[config.mk]
export PLATFORM = sky130hd
export DESIGN_NAME = i2c_scl_timer
export DESIGN_NICKNAME = d
export VERILOG_FILES = /design/src/rtl/i2c_sclgen_pkg.sv /design/src/rtl/sclgen_sync2.sv /design/src/rtl/sclgen_timing_cfg.sv /design/src/rtl/sclgen_phase_fsm.sv /design/src/rtl/i2c_scl_timer.sv
export SDC_FILE = /design/constraint.sdc
export NUM_CORES = 1
export LEC_CHECK = 0
export BUFFER_PORTS_ARGS = -buffer_cell sky130_fd_sc_hd__clkbuf_2
export CORE_MARGIN = 2
export CORE_UTILIZATION = 58
export DETAILED_ROUTE_END_ITERATION = 10
export HOLD_SLACK_MARGIN = 0.05
export PLACE_DENSITY_LB_ADDON = 0.3
export SYNTH_ARGS = -nofsm -noshare
export SYNTH_HDL_FRONTEND = slang
export SYNTH_SLANG_ARGS = --single-unit
[constraint.sdc]
create_clock -name clk -period 6.5 [get_ports clk]
set_clock_uncertainty 0.1 [all_clocks]
set_input_delay 1.3 -clock clk [delete_from_list [all_inputs] [get_ports clk]]
set_output_delay 1.3 -clock clk [all_outputs]
set_load 0.02 [all_outputs]
[src/rtl/i2c_sclgen_pkg.sv]
package i2c_sclgen_pkg;

    parameter int CNT_W = 16;
    localparam int CTR_W = CNT_W + 3;

    // Counter preloads; a phase lasts preload+1 clocks
    localparam int START_ADJ = 2;   // START hold = HI + 3
    localparam int HIGH_ADJ  = 4;   // counted high = HI + 5 (plus 3 clocks of line wait)
    localparam int STOP_ADJ  = 2;   // STOP setup = HI + 3
    localparam int LOW_MIN   = 1;   // smallest usable low count

    typedef enum logic [2:0] {
        PH_IDLE  = 3'd0,
        PH_START = 3'd1,
        PH_LOW   = 3'd2,
        PH_WAIT  = 3'd3,
        PH_HIGH  = 3'd4,
        PH_STOP  = 3'd5
    } phase_e;

    typedef enum logic [1:0] {
        SPD_STD  = 2'd0,
        SPD_FAST = 2'd1,
        SPD_HIGH = 2'd2
    } speed_e;

    typedef struct packed {
        logic [CNT_W-1:0] hi;
        logic [CNT_W-1:0] lo;
    } pair_t;

    function automatic speed_e decode_speed(input logic [1:0] sel, input logic hs_ok);
        speed_e m;
        case (sel)
            2'b10:   m = SPD_FAST;
            2'b11:   m = hs_ok ? SPD_HIGH : SPD_FAST;
            default: m = SPD_STD;
        endcase
        return m;
    endfunction

    function automatic logic [CNT_W-1:0] floor_low(input logic [CNT_W-1:0] v);
        return (v < CNT_W'(LOW_MIN)) ? CNT_W'(LOW_MIN) : v;
    endfunction

endpackage

[src/rtl/sclgen_sync2.sv]
module sclgen_sync2 (
    input  logic clk,
    input  logic rst,
    input  logic d,
    output logic q
);
    logic meta_q;

    always_ff @(posedge clk) begin
        if (rst) begin
            meta_q <= 1'b0;
            q      <= 1'b0;
        end else begin
            meta_q <= d;
            q      <= meta_q;
        end
    end
endmodule

[src/rtl/sclgen_timing_cfg.sv]
module sclgen_timing_cfg
    import i2c_sclgen_pkg::*;
#(
    parameter bit HS_CAPABLE = 1'b1
) (
    input  logic       clk,
    input  logic       rst,
    input  logic       load_en,
    input  logic [1:0] speed_sel,
    input  pair_t      std_pair,
    input  pair_t      fast_pair,
    input  pair_t      hs_pair,
    output pair_t      cfg_q
);
    speed_e mode;
    pair_t  pick;

    generate
        if (HS_CAPABLE) begin : g_hs
            assign mode = decode_speed(speed_sel, 1'b1);
        end else begin : g_nohs
            assign mode = decode_speed(speed_sel, 1'b0);
        end
    endgenerate

    always_comb begin
        case (mode)
            SPD_FAST: pick = fast_pair;
            SPD_HIGH: pick = hs_pair;
            default:  pick = std_pair;
        endcase
    end

    always_ff @(posedge clk) begin
        if (rst) begin
            cfg_q <= '{hi: '0, lo: CNT_W'(LOW_MIN)};
        end else if (load_en) begin
            cfg_q <= '{hi: pick.hi, lo: floor_low(pick.lo)};
        end
    end

    // without high-speed capability the high-speed pair is never chosen
    always_ff @(posedge clk) begin
        if (!rst && !HS_CAPABLE) begin
            p_no_hs_r9: assert (mode != SPD_HIGH);
        end
    end
endmodule

[src/rtl/sclgen_phase_fsm.sv]
module sclgen_phase_fsm
    import i2c_sclgen_pkg::*;
(
    input  logic   clk,
    input  logic   rst,
    input  logic   enable,
    input  pair_t  cfg,
    input  logic   scl_hi,
    output phase_e phase_q,
    output logic   drive_low,
    output logic   busy
);
    logic [CTR_W-1:0] cnt;
    logic             stop_q;
    logic [CTR_W-1:0] hi_ext;
    logic [CTR_W-1:0] lo_ext;

    assign hi_ext    = CTR_W'(cfg.hi);
    assign lo_ext    = CTR_W'(cfg.lo);
    assign drive_low = (phase_q == PH_LOW);
    assign busy      = (phase_q != PH_IDLE);

    always_ff @(posedge clk) begin
        if (rst) begin
            phase_q <= PH_IDLE;
            cnt     <= '0;
            stop_q  <= 1'b0;
        end else begin
            case (phase_q)
                PH_IDLE: begin
                    if (enable) begin
                        phase_q <= PH_START;
                        cnt     <= hi_ext + CTR_W'(START_ADJ);
                    end
                end
                PH_START: begin
                    if (cnt == '0) begin
                        phase_q <= PH_LOW;
                        cnt     <= lo_ext;
                    end else begin
                        cnt <= cnt - 1'b1;
                    end
                end
                PH_LOW: begin
                    if (cnt == '0) begin
                        phase_q <= PH_WAIT;
                        stop_q  <= !enable;
                    end else begin
                        cnt <= cnt - 1'b1;
                    end
                end
                PH_WAIT: begin
                    if (scl_hi) begin
                        if (stop_q) begin
                            phase_q <= PH_STOP;
                            cnt     <= hi_ext + CTR_W'(STOP_ADJ);
                        end else begin
                            phase_q <= PH_HIGH;
                            cnt     <= hi_ext + CTR_W'(HIGH_ADJ);
                        end
                    end
                end
                PH_HIGH: begin
                    if (cnt == '0) begin
                        phase_q <= PH_LOW;
                        cnt     <= lo_ext;
                    end else begin
                        cnt <= cnt - 1'b1;
                    end
                end
                PH_STOP: begin
                    if (cnt == '0) begin
                        phase_q <= PH_IDLE;
                        stop_q  <= 1'b0;
                    end else begin
                        cnt <= cnt - 1'b1;
                    end
                end
                default: phase_q <= PH_IDLE;
            endcase
        end
    end

    // an expired low phase always hands over to the line-high wait
    p_low_exit_r3: assert property (@(posedge clk) disable iff (rst)
        (phase_q == PH_LOW && cnt == '0) |=> (phase_q == PH_WAIT));

    // high counting begins only after the synchronized line was high
    p_high_after_line_r6: assert property (@(posedge clk) disable iff (rst)
        (phase_q == PH_HIGH && $past(phase_q) == PH_WAIT) |-> $past(scl_hi));

    // START hold is entered only from idle with the run request present
    p_start_from_idle_r5: assert property (@(posedge clk) disable iff (rst)
        (phase_q == PH_START && $past(phase_q) != PH_START)
            |-> ($past(phase_q) == PH_IDLE && $past(enable)));

    // STOP setup ends in idle with the line released
    p_stop_end_r7: assert property (@(posedge clk) disable iff (rst)
        (phase_q == PH_STOP && cnt == '0) |=> (phase_q == PH_IDLE && !drive_low));
endmodule

[src/rtl/i2c_scl_timer.sv]
module i2c_scl_timer
    import i2c_sclgen_pkg::*;
#(
    parameter bit HS_CAPABLE = 1'b1
) (
    input  logic             clk,
    input  logic             rst,
    input  logic             enable,
    input  logic [1:0]       speed_sel,
    input  logic [CNT_W-1:0] std_hi,
    input  logic [CNT_W-1:0] std_lo,
    input  logic [CNT_W-1:0] fast_hi,
    input  logic [CNT_W-1:0] fast_lo,
    input  logic [CNT_W-1:0] hs_hi,
    input  logic [CNT_W-1:0] hs_lo,
    input  logic             scl_in,
    output logic             scl_drive_low,
    output logic [2:0]       phase
);
    pair_t  cfg_q;
    logic   scl_hi;
    logic   busy;
    logic   load_en;
    phase_e phase_q;

    assign load_en = !busy && !enable;

    sclgen_sync2 u_sync (
        .clk (clk),
        .rst (rst),
        .d   (scl_in),
        .q   (scl_hi)
    );

    sclgen_timing_cfg #(.HS_CAPABLE(HS_CAPABLE)) u_cfg (
        .clk       (clk),
        .rst       (rst),
        .load_en   (load_en),
        .speed_sel (speed_sel),
        .std_pair  ('{hi: std_hi,  lo: std_lo}),
        .fast_pair ('{hi: fast_hi, lo: fast_lo}),
        .hs_pair   ('{hi: hs_hi,   lo: hs_lo}),
        .cfg_q     (cfg_q)
    );

    sclgen_phase_fsm u_fsm (
        .clk       (clk),
        .rst       (rst),
        .enable    (enable),
        .cfg       (cfg_q),
        .scl_hi    (scl_hi),
        .phase_q   (phase_q),
        .drive_low (scl_drive_low),
        .busy      (busy)
    );

    assign phase = phase_q;

    // the captured timing never moves while a run is in progress
    p_cfg_frozen_r8: assert property (@(posedge clk) disable iff (rst)
        busy |-> $stable(cfg_q));
endmodule

; ---- Word-level counts from Yosys, hierarchy flattened
; Cells that the tools add are included.
[op_classes]
n_reduce_logical = 13
muxes = 19
n_eq_ne = 15
order_cmp = 1
add_sub_neg = 3
[ops]
columns = op, count
row1 = $mux W19, 5
row2 = $pmux W19 S4, 1
row3 = $pmux W32 S2, 1
row4 = $logic_not A19 Y1, 1
row5 = $sub A19 B1 Y19 const B, 1
row6 = $add A16 B2 Y17 const B, 1
row7 = $add A16 B3 Y17 const B, 1
row8 = $lt A16 B1 Y1 const B, 1
row9 = $mux W16, 1
row10 = $mux W3, 5
row11 = $pmux W3 S5, 1
row12 = $eq A2 B2 Y1 const B, 3
row13 = $eq A3 B2 Y1 const B, 2
row14 = $eq A3 B3 Y1 const B, 2
row15 = $ne A2 B1 Y1 const B, 3
row16 = $ne A2 B2 Y1 const B, 3
row17 = $reduce_and A5 Y1, 1
row18 = $pmux W2 S2, 1
row19 = $reduce_and A4 Y1, 1
row20 = $reduce_bool A4 Y1, 1
row21 = $reduce_or A2 Y1, 2
row22 = $eq A3 B1 Y1 const B, 1
row23 = $logic_not A3 Y1, 1
row24 = $mux W1, 3
row25 = 7 further kinds, 8
[word_totals]
inputBits = 102
output_inout_bits = 4
wordCells = 58
reg_bits = 57

; ---- Depth between registers and ports, before layout
; Gate-level depths: netlist (run 1).
[depth]
depth_word = 6
mapped_depth = 11

; ---- By module
; A second synthesis (run 1) with hierarchy kept.
[hier_totals]
cells_unflattened = 522
hier_area_um2 = 4127.7
[modules_own_cells]
columns = mod, cells_per_inst, area_each_um2, seq_area_each_um2, instances
row1 = sclgen_phase_fsm, 300, 2238.4, 460.4, 1
row2 = sclgen_timing_cfg, 217, 1833.0, 640.6, 1
row3 = sclgen_sync2, 4, 52.6, 40.0, 1
row4 = i2c_scl_timer, 1, 3.8, 0.0, 1

; ---- Worst setup path after synthesis (run 1)
; OpenSTA, ideal clock, no wires.
[synth_path]
path_kind = input-to-reg
start = input speed_sel[0]
end = register u_cfg.cfg_q[0] (netlist name)
t_arrival_ns = 2.845
required_time_ns = 6.319
setup_slack_ns = 3.474
path_stages = 7
setup_ns = 0.081
path_cell_list = clkbuf_1 -> buf_1 -> mux2i_1 -> a21oi_1 -> nor4_1 -> nand4_1 -> a41oi_1
[synth_between]
elab_chain_len = 6
elab_cells_between_ends = 8
classes_between = 1 x order compare / 4 x eq/ne / 3 x mux
[synth_rtl]
columns = element, line_no
row1 = start: declaration, i2c_scl_timer.sv:9  ; input logic [1:0] speed_sel,
row2 = $eq A2 B2 Y1, i2c_sclgen_pkg.sv:34  ; case (sel)
row3 = $pmux W2 S2 (*), i2c_sclgen_pkg.sv:34
row4 = $eq A2 B2 Y1 / $eq A2 B1 Y1 (equally long branches), sclgen_timing_cfg.sv:27  ; case (mode)
row5 = $pmux W32 S2 (*), sclgen_timing_cfg.sv:27
row6 = $lt A16 B1 Y1, i2c_sclgen_pkg.sv:43  ; return (v < CNT_W'(LOW_MIN)) ? CNT_W'(LOW_MIN) : v;
row7 = $mux W16 (*), i2c_sclgen_pkg.sv:43
; Every way passes the cells marked *; elsewhere a longest branch is shown, timed or not.
; A chain may end at the register's enable or synchronous reset.

; ---- Final worst setup path (run 1)
[layout_path]
start = register u_fsm.phase_q[1]
end = output scl_drive_low
[layout_between]
elab_chain_len = 1
[layout_rtl]
columns = element, line_no
row1 = start: declaration, sclgen_phase_fsm.sv:9  ; output phase_e phase_q,
row2 = start signal: assignment, sclgen_phase_fsm.sv:25  ; phase_q <= PH_IDLE;
row3 = start signal: assignment, sclgen_phase_fsm.sv:32  ; phase_q <= PH_START;
row4 = start signal: assignment, sclgen_phase_fsm.sv:38  ; phase_q <= PH_LOW;
row5 = $eq A3 B2 Y1, sclgen_phase_fsm.sv:20  ; assign drive_low = (phase_q == PH_LOW);
row6 = end: declaration, i2c_scl_timer.sv:17  ; output logic scl_drive_low,
; Every way passes these cells.

==> impl_metrics.xml, run 1 <==
<?xml version="1.0" encoding="UTF-8"?>
<metrics>
  <group name="finish">
    <metric name="antennaDiodeCount" unit="">0</metric>
    <metric name="final_net_count" unit="">753</metric>
    <metric name="commonest_cells_after_routing_fill_and_taps_aside" unit="">sky130_fd_sc_hd__clkbuf_2 (105), sky130_fd_sc_hd__nand2_1 (95), sky130_fd_sc_hd__a21oi_1 (71), sky130_fd_sc_hd__dfxtp_1 (57), sky130_fd_sc_hd__nor2_1 (47)</metric>
    <metric name="mostFrequentLayoutCell" unit="">sky130_fd_sc_hd__clkbuf_2</metric>
    <metric name="final_layout_size_suffix_gt1_share" unit="%">21.0</metric>
    <metric name="nFillCells" unit="">627</metric>
    <metric name="final_cell_area" unit="um2">4800</metric>
    <metric name="post-route-util" unit="%">69.8</metric>
    <metric name="area_growth_syn_to_layout" unit="%">15.2</metric>
  </group>
  <group name="yosys">
    <metric name="mappedNetlistArea" unit="um2">4160</metric>
    <metric name="yosysUniqueCellTypes" unit="">63</metric>
    <metric name="synth_nets" unit="">684</metric>
    <metric name="synthFlopType" unit="">sky130_fd_sc_hd__dfxtp_1</metric>
    <metric name="post_synthesis_average_cell_area" unit="um2">7.20</metric>
    <metric name="synth_edf_count" unit="">0</metric>
    <metric name="asyncSetResetFlopFracSynth" unit="%">0</metric>
    <metric name="synthesis.instances" unit="">578</metric>
    <metric name="part_of_the_yosys_area_used_for_sequential_elements" unit="%">27.4</metric>
    <metric name="synth_warnings" unit="">0</metric>
    <metric name="total_of_flip_flops_plus_latches_after_synthesis" unit="">57</metric>
  </group>
  <group name="sta">
    <metric name="timing.final.max_slew_violations" unit="">0</metric>
    <metric name="period_share" unit="%">51.4</metric>
    <metric name="timing.final.crit_period" unit="ns">3.34</metric>
    <metric name="unrepaired_setup_endpoints_after_global_routing" unit="">false</metric>
    <metric name="pin_slew_with_the_least_headroom_to_its_limit" unit="ns">1.03</metric>
    <metric name="setup_violations" unit="">0</metric>
    <metric name="totalNegativeSetupSlack" unit="ns">0</metric>
    <metric name="timing_hold_violations_final" unit="">0</metric>
    <metric name="max_slew_margin" unit="%">31.5</metric>
    <metric name="fmax" unit="MHz">299</metric>
  </group>
  <group name="grt">
    <metric name="met3_global_route_usage" unit="%">4.85</metric>
    <metric name="global_route.usage.met2" unit="%">53.6</metric>
    <metric name="gr-usage-met1" unit="%">40.6</metric>
    <metric name="global_route_wire_length_before_repair" unit="mm">19.7</metric>
    <metric name="globalRoute.busiestLayer" unit="">met2</metric>
    <metric name="combined_global_route_utilization_of_all_metal_layers" unit="%">31.9</metric>
    <metric name="antenna_found_initial" unit="">0</metric>
    <metric name="grt_max_degree" unit="">65</metric>
    <metric name="grt.overflow.total" unit="">0</metric>
    <metric name="first_global_vias" unit="">4222</metric>
  </group>
  <group name="clock_network">
    <metric name="cts_tree" unit="">done</metric>
    <metric name="post_cts_buffers" unit="">0</metric>
    <metric name="worstSkewPairLatency" unit="ns">0.34</metric>
    <metric name="numClockSinks" unit="">57</metric>
    <metric name="postCtsHoldBufs" unit="">0</metric>
    <metric name="clkTransAtPathRegs" unit="ns">0.07</metric>
    <metric name="tritoncts.num_buffers" unit="">9</metric>
    <metric name="h-tree-depth" unit="">3</metric>
    <metric name="clockRootBuffer" unit="">sky130_fd_sc_hd__clkbuf_8</metric>
    <metric name="cts_max_path_buffers" unit="">2</metric>
    <metric name="cts-resized-gates" unit="">0</metric>
  </group>
  <group name="worst_hold_path">
    <metric name="min_path_type" unit="">reg -&gt; reg</metric>
  </group>
  <group name="pwr">
    <metric name="p_comb_share" unit="%">56.1</metric>
    <metric name="p_leak" unit="nW">2.01</metric>
    <metric name="sw_frac_of_total" unit="%">49.3</metric>
    <metric name="maximum_vdd_ir_drop" unit="V">0.000176</metric>
    <metric name="power_per_cell_area" unit="nW/um2">436</metric>
    <metric name="clock_power_share" unit="%">13.5</metric>
    <metric name="power.internal" unit="mW">1.06</metric>
    <metric name="switchingPower" unit="mW">1.03</metric>
    <metric name="seqPwrFrac" unit="%">30.4</metric>
  </group>
  <group name="detailed_routing">
    <metric name="drt-total-wl" unit="mm">12.0</metric>
    <metric name="remaining_drc_errors" unit="">0</metric>
    <metric name="drt-initial-drc-count" unit="">380</metric>
    <metric name="final_antenna_net_count" unit="">0</metric>
    <metric name="num_vias" unit="">4648</metric>
    <metric name="drtPass1Iterations" unit="">5</metric>
    <metric name="route.detailed.wl_per_inst" unit="um">16.0</metric>
    <metric name="via_per_inst" unit="">6.21</metric>
  </group>
  <group name="placed_design">
    <metric name="placedInstanceArea" unit="um2">4640</metric>
    <metric name="dpl.hpwl" unit="mm">8.98</metric>
    <metric name="placement.io_buffers" unit="">105</metric>
    <metric name="gpl.final_weighted_congestion" unit="">0.934</metric>
  </group>
  <group name="status">
    <metric name="status" unit="">complete, no violations</metric>
  </group>
  <group name="floorplan">
    <metric name="coreArea" unit="um2">6870</metric>
    <metric name="design.die.area" unit="um2">7870</metric>
    <metric name="die-height" unit="um">88.7</metric>
    <metric name="initial_utilization" unit="%">60.6</metric>
    <metric name="ios" unit="">106</metric>
    <metric name="rows" unit="">30</metric>
    <metric name="fp.dieW" unit="um">88.7</metric>
  </group>
  <group name="run">
    <metric name="cap_viol_max_count" unit="">0</metric>
  </group>
  <group name="critical_path">
    <metric name="criticalPathCategory" unit="">reg -&gt; out</metric>
    <metric name="crit_path_max_fanout" unit="">26</metric>
    <metric name="critical_path.endpoint_type" unit="">output pin</metric>
    <metric name="critical_path_arrival" unit="ns">1.94</metric>
    <metric name="worst_ep_required_time" unit="ns">5.10</metric>
    <metric name="startpoint_type" unit="">flip-flop</metric>
  </group>
</metrics>
[layer usage]
| layer | up-vias | routed length, um |
|---|---|---|
| li1 | 2243 | - |
| met1 | 2115 | 5050 |
| met2 | 250 | 5660 |
| met3 | 40 | 860 |
| met4 | 0 | 416 |
| met5 | - | 0 |
[critical path, cell delays in order (launching register included)]
cell,delay [ns]
sky130_fd_sc_hd__dfxtp_1,0.83
sky130_fd_sc_hd__or3b_2,0.51
sky130_fd_sc_hd__inv_1,0.09
sky130_fd_sc_hd__clkbuf_2,0.16
[registers in the layout, summed over array words and instances, names as in the netlist]
name / count
u_fsm.cnt: 19
u_fsm.phase_q: 3
u_sync.q: 1
u_sync.meta_q: 1
u_fsm.stop_q: 1
u_cfg.cfg_q: 32
[metrics by stage]
step / power (mW) / instances / setup slack, ns / hold slack [ns]
floorplan: 1.51 / 578 / 3.47 / 0.314
global placement: 1.74 / 732 / 3.23 / 0.322
detailed placement: 1.78 / 732 / 3.10 / 0.329
CTS: 2.06 / 748 / 3.17 / 0.350
global route: 2.25 / 748 / 3.05 / 0.363
finish: 2.09 / 748 / 3.16 / 0.343
[synthesized netlist by cell type, drive strengths merged (3+ instances only)]
cell type   n  area share (%)
nor2b       7             1.1
xnor2      10             2.1
or2         3            0.45
mux2i      33             7.9
a21o        5            0.93
inv         9            0.81
a221o       6             1.4
buf        11             1.2
a22oi       4            0.72
a21oi      72             8.7
nor4       13             2.3
or3         5            0.90
dfxtp      57              27
xor2       16             3.4
clkbuf     39             3.5
o211ai     20             3.6
a221oi      9             1.9
nand3      13             1.6
ha          4             1.2
and3        3            0.45
nor2       47             4.2
a31oi       4            0.75
nand2      95             8.6
o22ai       4            0.60
a211o       3            0.63
o21ai      26             3.1
nand4       8             1.2
or4         4            0.84
nor3       15             1.8
[worst paths after layout]
path	from	endpoint	slack, ns	depth (start not counted)
max	u_fsm.phase_q[1]	scl_drive_low	3.16	3
min	u_sync.meta_q	u_sync.q	0.34	1
max reg2reg	u_fsm.phase_q[2]	u_fsm.cnt[10]	3.26	6
min reg2reg	u_sync.meta_q	u_sync.q	0.34	1
[power by group through the flow]
stage | clock network (mW) | registers (mW) | logic [mW]
detailed placement | 0 | 0.637 | 1.14
floorplan | 0 | 0.545 | 0.967
finish | 0.282 | 0.637 | 1.18
CTS | 0.279 | 0.629 | 1.15
global route | 0.298 | 0.653 | 1.30
global placement | 0 | 0.629 | 1.11
[cell type report]
class                   count  area [um2]  area share, %
inverters                   9        33.8          0.704
clock inverters             4        20.0          0.417
repair buffers            108         548           11.4
multi-input cells         462        2800           58.3
flip-flops and latches     57        1140           23.8
clock buffers              12         135           2.82
well taps                  96         120           2.50
[cells by family (layout without fill, tap and decap cells)]
| family | after synthesis | after routing | synth area share (%) |
|---|---|---|---|
| adder cells (fa/ha/maj) | 4 | 4 | 1.20 |
| XOR/XNOR | 26 | 26 | 5.47 |
| multiplexers | 33 | 33 | 7.93 |
| AND/OR/NAND/NOR | 224 | 224 | 25.5 |
| AO/OA/AOI/OAI | 175 | 175 | 27.0 |
| flip-flops | 57 | 57 | 27.4 |
| buffers and inverters | 59 | 133 | 5.53 |
Power figures use the tool's default switching activity.
==> inputs of run 2 (changes only) <==
- CORE_UTILIZATION: 58 -> 54
- clock period: 6.5 -> 3.47 ns (I/O delays scaled with it)
==> run 2 against run 1 <==
Die area rose by 7.1%. Global-route usage shrank 3.5 points. Combinational power up 92%. First-iteration DRC count fell by 29%. Cell count increased by 1.3%. Register-to-register slack got worse by 2.6 ns. Count of clock-buffer cells in the layout stayed put. Flip-flop and latch count unchanged. Design area is 1.8% higher. Sequential share of layout area decreased by 0.41 points. Critical endpoint is now u_fsm.cnt[13].
==> impl_metrics.xml, run 2 (synthesis gave the netlist of run 1 again) <==
<?xml version="1.0" encoding="UTF-8"?>
<metrics>
  <group name="floorplan">
    <metric name="fp.dieW" unit="um">91.8</metric>
    <metric name="design.die.area" unit="um2">8430</metric>
    <metric name="coreArea" unit="um2">7610</metric>
    <metric name="ios" unit="">106</metric>
    <metric name="rows" unit="">32</metric>
    <metric name="die-height" unit="um">91.8</metric>
    <metric name="initial_utilization" unit="%">54.7</metric>
  </group>
  <group name="critical_path">
    <metric name="timing.critical_path.slowest_stage_cell" unit="">sky130_fd_sc_hd__a211o_1</metric>
    <metric name="critical_path.endpoint_type" unit="">flip-flop</metric>
    <metric name="critical-path-top-delay-family" unit="">compound AO/OA/AOI/OAI gates</metric>
    <metric name="critical_path_arrival" unit="ns">2.93</metric>
    <metric name="crit_path_max_fanout" unit="">25</metric>
    <metric name="worstPathBufferInverterCount" unit="">0</metric>
    <metric name="startpoint_type" unit="">flip-flop</metric>
    <metric name="criticalPathCategory" unit="">reg -&gt; reg</metric>
    <metric name="worst_ep_required_time" unit="ns">3.62</metric>
    <metric name="worst_path_max_stage_delay" unit="ns">0.61</metric>
    <metric name="cp_cell_sequence" unit="">or3b_2, a211oi_1, a211o_1, a221oi_1, a311oi_1</metric>
  </group>
  <group name="clock_network">
    <metric name="postCtsHoldBufs" unit="">0</metric>
    <metric name="cts-resized-gates" unit="">0</metric>
    <metric name="clkTransAtPathRegs" unit="ns">0.07</metric>
    <metric name="cts_max_path_buffers" unit="">2</metric>
    <metric name="tritoncts.num_buffers" unit="">9</metric>
    <metric name="cts_tree" unit="">done</metric>
    <metric name="numClockSinks" unit="">57</metric>
    <metric name="post_cts_buffers" unit="">0</metric>
    <metric name="worstSkewPairLatency" unit="ns">0.35</metric>
    <metric name="clockRootBuffer" unit="">sky130_fd_sc_hd__clkbuf_8</metric>
    <metric name="h-tree-depth" unit="">3</metric>
  </group>
  <group name="sta">
    <metric name="max_slew_margin" unit="%">32.4</metric>
    <metric name="fmax" unit="MHz">360</metric>
    <metric name="setup_violations" unit="">0</metric>
    <metric name="timing.final.crit_period" unit="ns">2.78</metric>
    <metric name="period_share" unit="%">80.0</metric>
    <metric name="timing.final.ws_setup" unit="ns">0.694</metric>
    <metric name="totalNegativeSetupSlack" unit="ns">0</metric>
    <metric name="timing.final.max_slew_violations" unit="">0</metric>
    <metric name="unrepaired_setup_endpoints_after_global_routing" unit="">false</metric>
    <metric name="pin_slew_with_the_least_headroom_to_its_limit" unit="ns">1.01</metric>
    <metric name="timing_hold_violations_final" unit="">0</metric>
  </group>
  <group name="pwr">
    <metric name="power.internal" unit="mW">2.13</metric>
    <metric name="report.power.total" unit="mW">4.03</metric>
    <metric name="p_comb_share" unit="%">56.0</metric>
    <metric name="sw_frac_of_total" unit="%">47.1</metric>
    <metric name="switchingPower" unit="mW">1.90</metric>
    <metric name="clock_power_share" unit="%">15.5</metric>
    <metric name="power_per_cell_area" unit="nW/um2">826</metric>
    <metric name="p_leak" unit="nW">2.06</metric>
    <metric name="maximum_vdd_ir_drop" unit="V">0.000298</metric>
    <metric name="seqPwrFrac" unit="%">28.5</metric>
  </group>
  <group name="run">
    <metric name="cap_viol_max_count" unit="">0</metric>
  </group>
  <group name="detailed_routing">
    <metric name="final_antenna_net_count" unit="">0</metric>
    <metric name="route.detailed.wl_per_inst" unit="um">15.4</metric>
    <metric name="drt-initial-drc-count" unit="">269</metric>
    <metric name="drtPass1Iterations" unit="">5</metric>
    <metric name="drt-total-wl" unit="mm">11.7</metric>
    <metric name="remaining_drc_errors" unit="">0</metric>
    <metric name="via_per_inst" unit="">5.96</metric>
    <metric name="num_vias" unit="">4514</metric>
  </group>
  <group name="status">
    <metric name="status" unit="">complete, no violations</metric>
  </group>
  <group name="grt">
    <metric name="first_global_vias" unit="">4146</metric>
    <metric name="grt_max_degree" unit="">65</metric>
    <metric name="grt.overflow.total" unit="">0</metric>
    <metric name="global_route_wire_length_before_repair" unit="mm">19.4</metric>
    <metric name="combined_global_route_utilization_of_all_metal_layers" unit="%">28.4</metric>
    <metric name="antenna_found_initial" unit="">0</metric>
  </group>
  <group name="worst_hold_path">
    <metric name="min_path_type" unit="">reg -&gt; reg</metric>
  </group>
  <group name="finish">
    <metric name="stdcell_count" unit="">758</metric>
    <metric name="final_cell_area" unit="um2">4880</metric>
    <metric name="antennaDiodeCount" unit="">0</metric>
    <metric name="final_net_count" unit="">758</metric>
    <metric name="commonest_cells_after_routing_fill_and_taps_aside" unit="">sky130_fd_sc_hd__clkbuf_2 (105), sky130_fd_sc_hd__nand2_1 (95), sky130_fd_sc_hd__a21oi_1 (71), sky130_fd_sc_hd__dfxtp_1 (57), sky130_fd_sc_hd__nor2_1 (47)</metric>
    <metric name="final_layout_size_suffix_gt1_share" unit="%">21.8</metric>
    <metric name="mostFrequentLayoutCell" unit="">sky130_fd_sc_hd__clkbuf_2</metric>
    <metric name="largest_reg_flops" unit="">32</metric>
    <metric name="top_flop_regs" unit="">u_cfg.cfg_q (32), u_fsm.cnt (19), u_fsm.phase_q (3)</metric>
    <metric name="nFillCells" unit="">718</metric>
    <metric name="area_growth_syn_to_layout" unit="%">17.2</metric>
    <metric name="most_flops_register" unit="">u_cfg.cfg_q</metric>
  </group>
  <group name="placed_design">
    <metric name="placement.io_buffers" unit="">105</metric>
    <metric name="dpl.hpwl" unit="mm">8.96</metric>
    <metric name="placedInstanceArea" unit="um2">4690</metric>
    <metric name="worst_slack_after_detailed_placement" unit="ns">0.764</metric>
    <metric name="dp.cells" unit="">743</metric>
    <metric name="gpl.final_weighted_congestion" unit="">0.967</metric>
  </group>
</metrics>
-- run 2: changes by cell type in the layout (fill, tap and decap cells not counted) --
cell	change
sky130_fd_sc_hd__clkinv_2	-2
sky130_fd_sc_hd__bufinv_16	+1
sky130_fd_sc_hd__buf_4	+5
sky130_fd_sc_hd__clkbuf_1	-2
sky130_fd_sc_hd__clkbuf_8	+2
-- run 2: area by class of cell --
| cell class | instances | area, um2 | area share, % |
|---|---|---|---|
| inverter | 9 | 33.8 | 0.692 |
| sequential | 57 | 1140 | 23.4 |
| tap | 102 | 128 | 2.61 |
| multi-input combinational | 462 | 2800 | 57.3 |
| clock buffer | 12 | 155 | 3.18 |
| timing repair buffer | 113 | 586 | 12.0 |
| clock inverter | 3 | 40.0 | 0.820 |
-- run 2: metal layers --
layer  routed length [um]  part of all wire (%)  up-vias  global-route usage [%]
li1                     -                     -     2256                       -
met1                 5140                    44     2049                    36.3
met2                 5430                    46      178                    46.6
met3                  757                   6.5       31                    5.26
met4                  370                   3.2        0                    12.9
met5                    0                     0        -                       0
-- run 2: through the flow --
step	hold slack [ns]	util, %
2_1_floorplan	0.314	-
3_3_place_gp	0.318	61.6
4_1_cts	0.343	64.2
3_5_place_dp	0.328	61.6
6_report	0.339	64.2
5_1_grt	0.375	64.2
-- run 2: worst paths after layout --
| kind | slack (ns) | from | endpoint | cells after the start |
|---|---|---|---|---|
| worst min-delay path | 0.34 | u_sync.meta_q | u_sync.q | 1 |
| worst max-delay path | 0.69 | u_fsm.phase_q[2] | u_fsm.cnt[13] | 5 |
| worst max register to register | 0.69 | u_fsm.phase_q[2] | u_fsm.cnt[13] | 5 |
| worst min register to register | 0.34 | u_sync.meta_q | u_sync.q | 1 |
-- run 2: power by group through the flow --
stage | Sequential, mW | Combinational [mW] | Clock (mW)
after floorplan | 1.02 | 1.81 | 0
after global placement | 1.14 | 2.19 | 0
after detailed placement | 1.15 | 2.22 | 0
after CTS | 1.14 | 2.23 | 0.637
after global routing | 1.18 | 2.50 | 0.663
final | 1.15 | 2.26 | 0.626
==> inputs of run 3 (changes only) <==
- clock period: 3.47 -> 2.7 ns (I/O delays scaled with it)
==> run 3 against run 2 <==
Clock power grew 36%. Combinational power grew 37%. Routed wire length grew 4.7%. Flip-flop and latch count is the same. Count of clock-buffer cells in the layout grew 2. Sequential share of layout area shrank 0.48 points. Critical path type unchanged. Largest cell class unchanged.
==> impl_metrics.xml, run 3 (synthesis gave the netlist of run 1 again) <==
<?xml version="1.0" encoding="UTF-8"?>
<metrics>
  <group name="sta">
    <metric name="pin_slew_with_the_least_headroom_to_its_limit" unit="ns">0.554</metric>
    <metric name="period_share" unit="%">89.8</metric>
    <metric name="setup_violations" unit="">0</metric>
    <metric name="fmax" unit="MHz">412</metric>
    <metric name="unrepaired_setup_endpoints_after_global_routing" unit="">false</metric>
    <metric name="timing.final.max_slew_violations" unit="">0</metric>
    <metric name="totalNegativeSetupSlack" unit="ns">0</metric>
    <metric name="max_slew_margin" unit="%">62.7</metric>
    <metric name="timing_hold_violations_final" unit="">0</metric>
    <metric name="timing.final.crit_period" unit="ns">2.43</metric>
  </group>
  <group name="placed_design">
    <metric name="dpl.hpwl" unit="mm">9.55</metric>
    <metric name="gpl.final_weighted_congestion" unit="">1.01</metric>
    <metric name="dp.cells" unit="">755</metric>
    <metric name="placedInstanceArea" unit="um2">4780</metric>
    <metric name="placement.io_buffers" unit="">105</metric>
  </group>
  <group name="finish">
    <metric name="most_flops_register" unit="">u_cfg.cfg_q</metric>
    <metric name="multi_input_area" unit="um2">2800</metric>
    <metric name="stdcell_count" unit="">771</metric>
    <metric name="layout.area.seq" unit="um2">1140</metric>
    <metric name="area_growth_syn_to_layout" unit="%">19.7</metric>
    <metric name="nFillCells" unit="">716</metric>
    <metric name="final_layout_size_suffix_gt1_share" unit="%">23.2</metric>
    <metric name="antennaDiodeCount" unit="">0</metric>
    <metric name="top_flop_regs" unit="">u_cfg.cfg_q (32), u_fsm.cnt (19), u_fsm.phase_q (3)</metric>
    <metric name="largest_reg_flops" unit="">32</metric>
    <metric name="final_cell_area" unit="um2">4980</metric>
    <metric name="mostFrequentLayoutCell" unit="">sky130_fd_sc_hd__clkbuf_2</metric>
    <metric name="final_net_count" unit="">770</metric>
    <metric name="commonest_cells_after_routing_fill_and_taps_aside" unit="">sky130_fd_sc_hd__clkbuf_2 (105), sky130_fd_sc_hd__nand2_1 (95), sky130_fd_sc_hd__a21oi_1 (71), sky130_fd_sc_hd__dfxtp_1 (57), sky130_fd_sc_hd__nor2_1 (47)</metric>
  </group>
  <group name="detailed_routing">
    <metric name="via_per_inst" unit="">6.06</metric>
    <metric name="drtPass1Iterations" unit="">5</metric>
    <metric name="drt-initial-drc-count" unit="">408</metric>
    <metric name="num_vias" unit="">4676</metric>
    <metric name="drt-total-wl" unit="mm">12.3</metric>
    <metric name="remaining_drc_errors" unit="">0</metric>
    <metric name="route.detailed.wl_per_inst" unit="um">15.9</metric>
    <metric name="final_antenna_net_count" unit="">0</metric>
  </group>
  <group name="grt">
    <metric name="combined_global_route_utilization_of_all_metal_layers" unit="%">29.7</metric>
    <metric name="antenna_found_initial" unit="">0</metric>
    <metric name="first_global_vias" unit="">4335</metric>
    <metric name="grt.overflow.total" unit="">0</metric>
    <metric name="global_route_wire_length_before_repair" unit="mm">20.3</metric>
    <metric name="grt_max_degree" unit="">35</metric>
  </group>
  <group name="clock_network">
    <metric name="cts-resized-gates" unit="">0</metric>
    <metric name="cts_tree" unit="">done</metric>
    <metric name="tritoncts.num_buffers" unit="">9</metric>
    <metric name="numClockSinks" unit="">57</metric>
    <metric name="postCtsHoldBufs" unit="">0</metric>
    <metric name="h-tree-depth" unit="">3</metric>
    <metric name="clockRootBuffer" unit="">sky130_fd_sc_hd__clkbuf_8</metric>
    <metric name="cts_max_path_buffers" unit="">2</metric>
    <metric name="clkTransAtPathRegs" unit="ns">0.07</metric>
    <metric name="worstSkewPairLatency" unit="ns">0.35</metric>
    <metric name="post_cts_buffers" unit="">0</metric>
  </group>
  <group name="critical_path">
    <metric name="criticalPathCategory" unit="">reg -&gt; reg</metric>
    <metric name="worst_ep_required_time" unit="ns">2.89</metric>
    <metric name="critical_path.endpoint_type" unit="">flip-flop</metric>
    <metric name="startpoint_type" unit="">flip-flop</metric>
    <metric name="cell_count_of_the_worst_reg_to_reg_path" unit="">5</metric>
    <metric name="critical_path_arrival" unit="ns">2.62</metric>
    <metric name="crit_path_max_fanout" unit="">8</metric>
  </group>
  <group name="floorplan">
    <metric name="fp.dieW" unit="um">91.8</metric>
    <metric name="initial_utilization" unit="%">54.7</metric>
    <metric name="die-height" unit="um">91.8</metric>
    <metric name="design.die.area" unit="um2">8430</metric>
    <metric name="ios" unit="">106</metric>
    <metric name="rows" unit="">32</metric>
    <metric name="coreArea" unit="um2">7610</metric>
  </group>
  <group name="worst_hold_path">
    <metric name="holdPathStages" unit="">2</metric>
    <metric name="min_path_type" unit="">in -&gt; reg</metric>
  </group>
  <group name="pwr">
    <metric name="power_per_cell_area" unit="nW/um2">1080</metric>
    <metric name="p_leak" unit="nW">2.12</metric>
    <metric name="maximum_vdd_ir_drop" unit="V">0.000419</metric>
  </group>
  <group name="run">
    <metric name="cap_viol_max_count" unit="">0</metric>
  </group>
  <group name="status">
    <metric name="status" unit="">complete, no violations</metric>
  </group>
</metrics>
[run 3: cell types whose count changed in the layout (fill, tap and decap cells not counted), sizes merged]
cell,before,now
buf,8,20
clkbuf,117,119
clkinv,2,1
[run 3: stage by stage]
stage	hold slack [ns]	util [%]	setup slack [ns]	total power, mW
finish	0.327	65.5	0.274	5.38
global route	0.340	65.5	0.134	5.78
CTS	0.330	65.5	0.284	5.32
detailed placement	0.339	62.8	0.299	4.46
global placement	0.316	62.8	0.341	4.40
floorplan	0.314	-	0.227	3.64
[run 3: power by group]
| part | switching [mW] | total, mW | internal [mW] |
|---|---|---|---|
| clock network | 0.353 | 0.854 | 0.501 |
| registers | 0.340 | 1.43 | 1.09 |
| logic | 1.82 | 3.09 | 1.28 |
| total | 2.51 | 5.38 | 2.87 |
[run 3: critical path, stage by stage, from the launching register on]
cell and delay (ns):
sky130_fd_sc_hd__dfxtp_1 0.38, sky130_fd_sc_hd__or4_4 0.59, sky130_fd_sc_hd__or3_4 0.36, sky130_fd_sc_hd__or4_1 0.42, sky130_fd_sc_hd__or3_1 0.38, sky130_fd_sc_hd__a21oi_2 0.13
[run 3: layer usage]
metal | vias to the layer above | part of all wire (%) | track usage [%] | wire [um]
li1 | 2274 | - | - | -
met2 | 199 | 46 | 49.2 | 5670
met4 | 0 | 4.2 | 15.0 | 519
met3 | 42 | 5.7 | 4.19 | 704
met1 | 2161 | 44 | 37.6 | 5360
met5 | - | 0 | 0 | 0
[run 3: path summary, 6_finish.rpt]
kind	endpoint	start	slack, ns
setup / recovery	u_fsm.cnt[18]	u_fsm.cnt[10]	0.27
hold / removal	u_sync.meta_q	scl_in	0.33
setup reg to reg	u_fsm.cnt[18]	u_fsm.cnt[10]	0.27
hold reg to reg	u_sync.q	u_sync.meta_q	0.35
[run 3: area by class of cell]
class / count / share of cell area (%)
well taps: 102 / 2.56
flip-flops and latches: 57 / 22.9
repair buffers: 125 / 13.6
clock inverters: 2 / 0.703
clock buffers: 14 / 3.46
multi-input cells: 462 / 56.1
inverters: 9 / 0.678
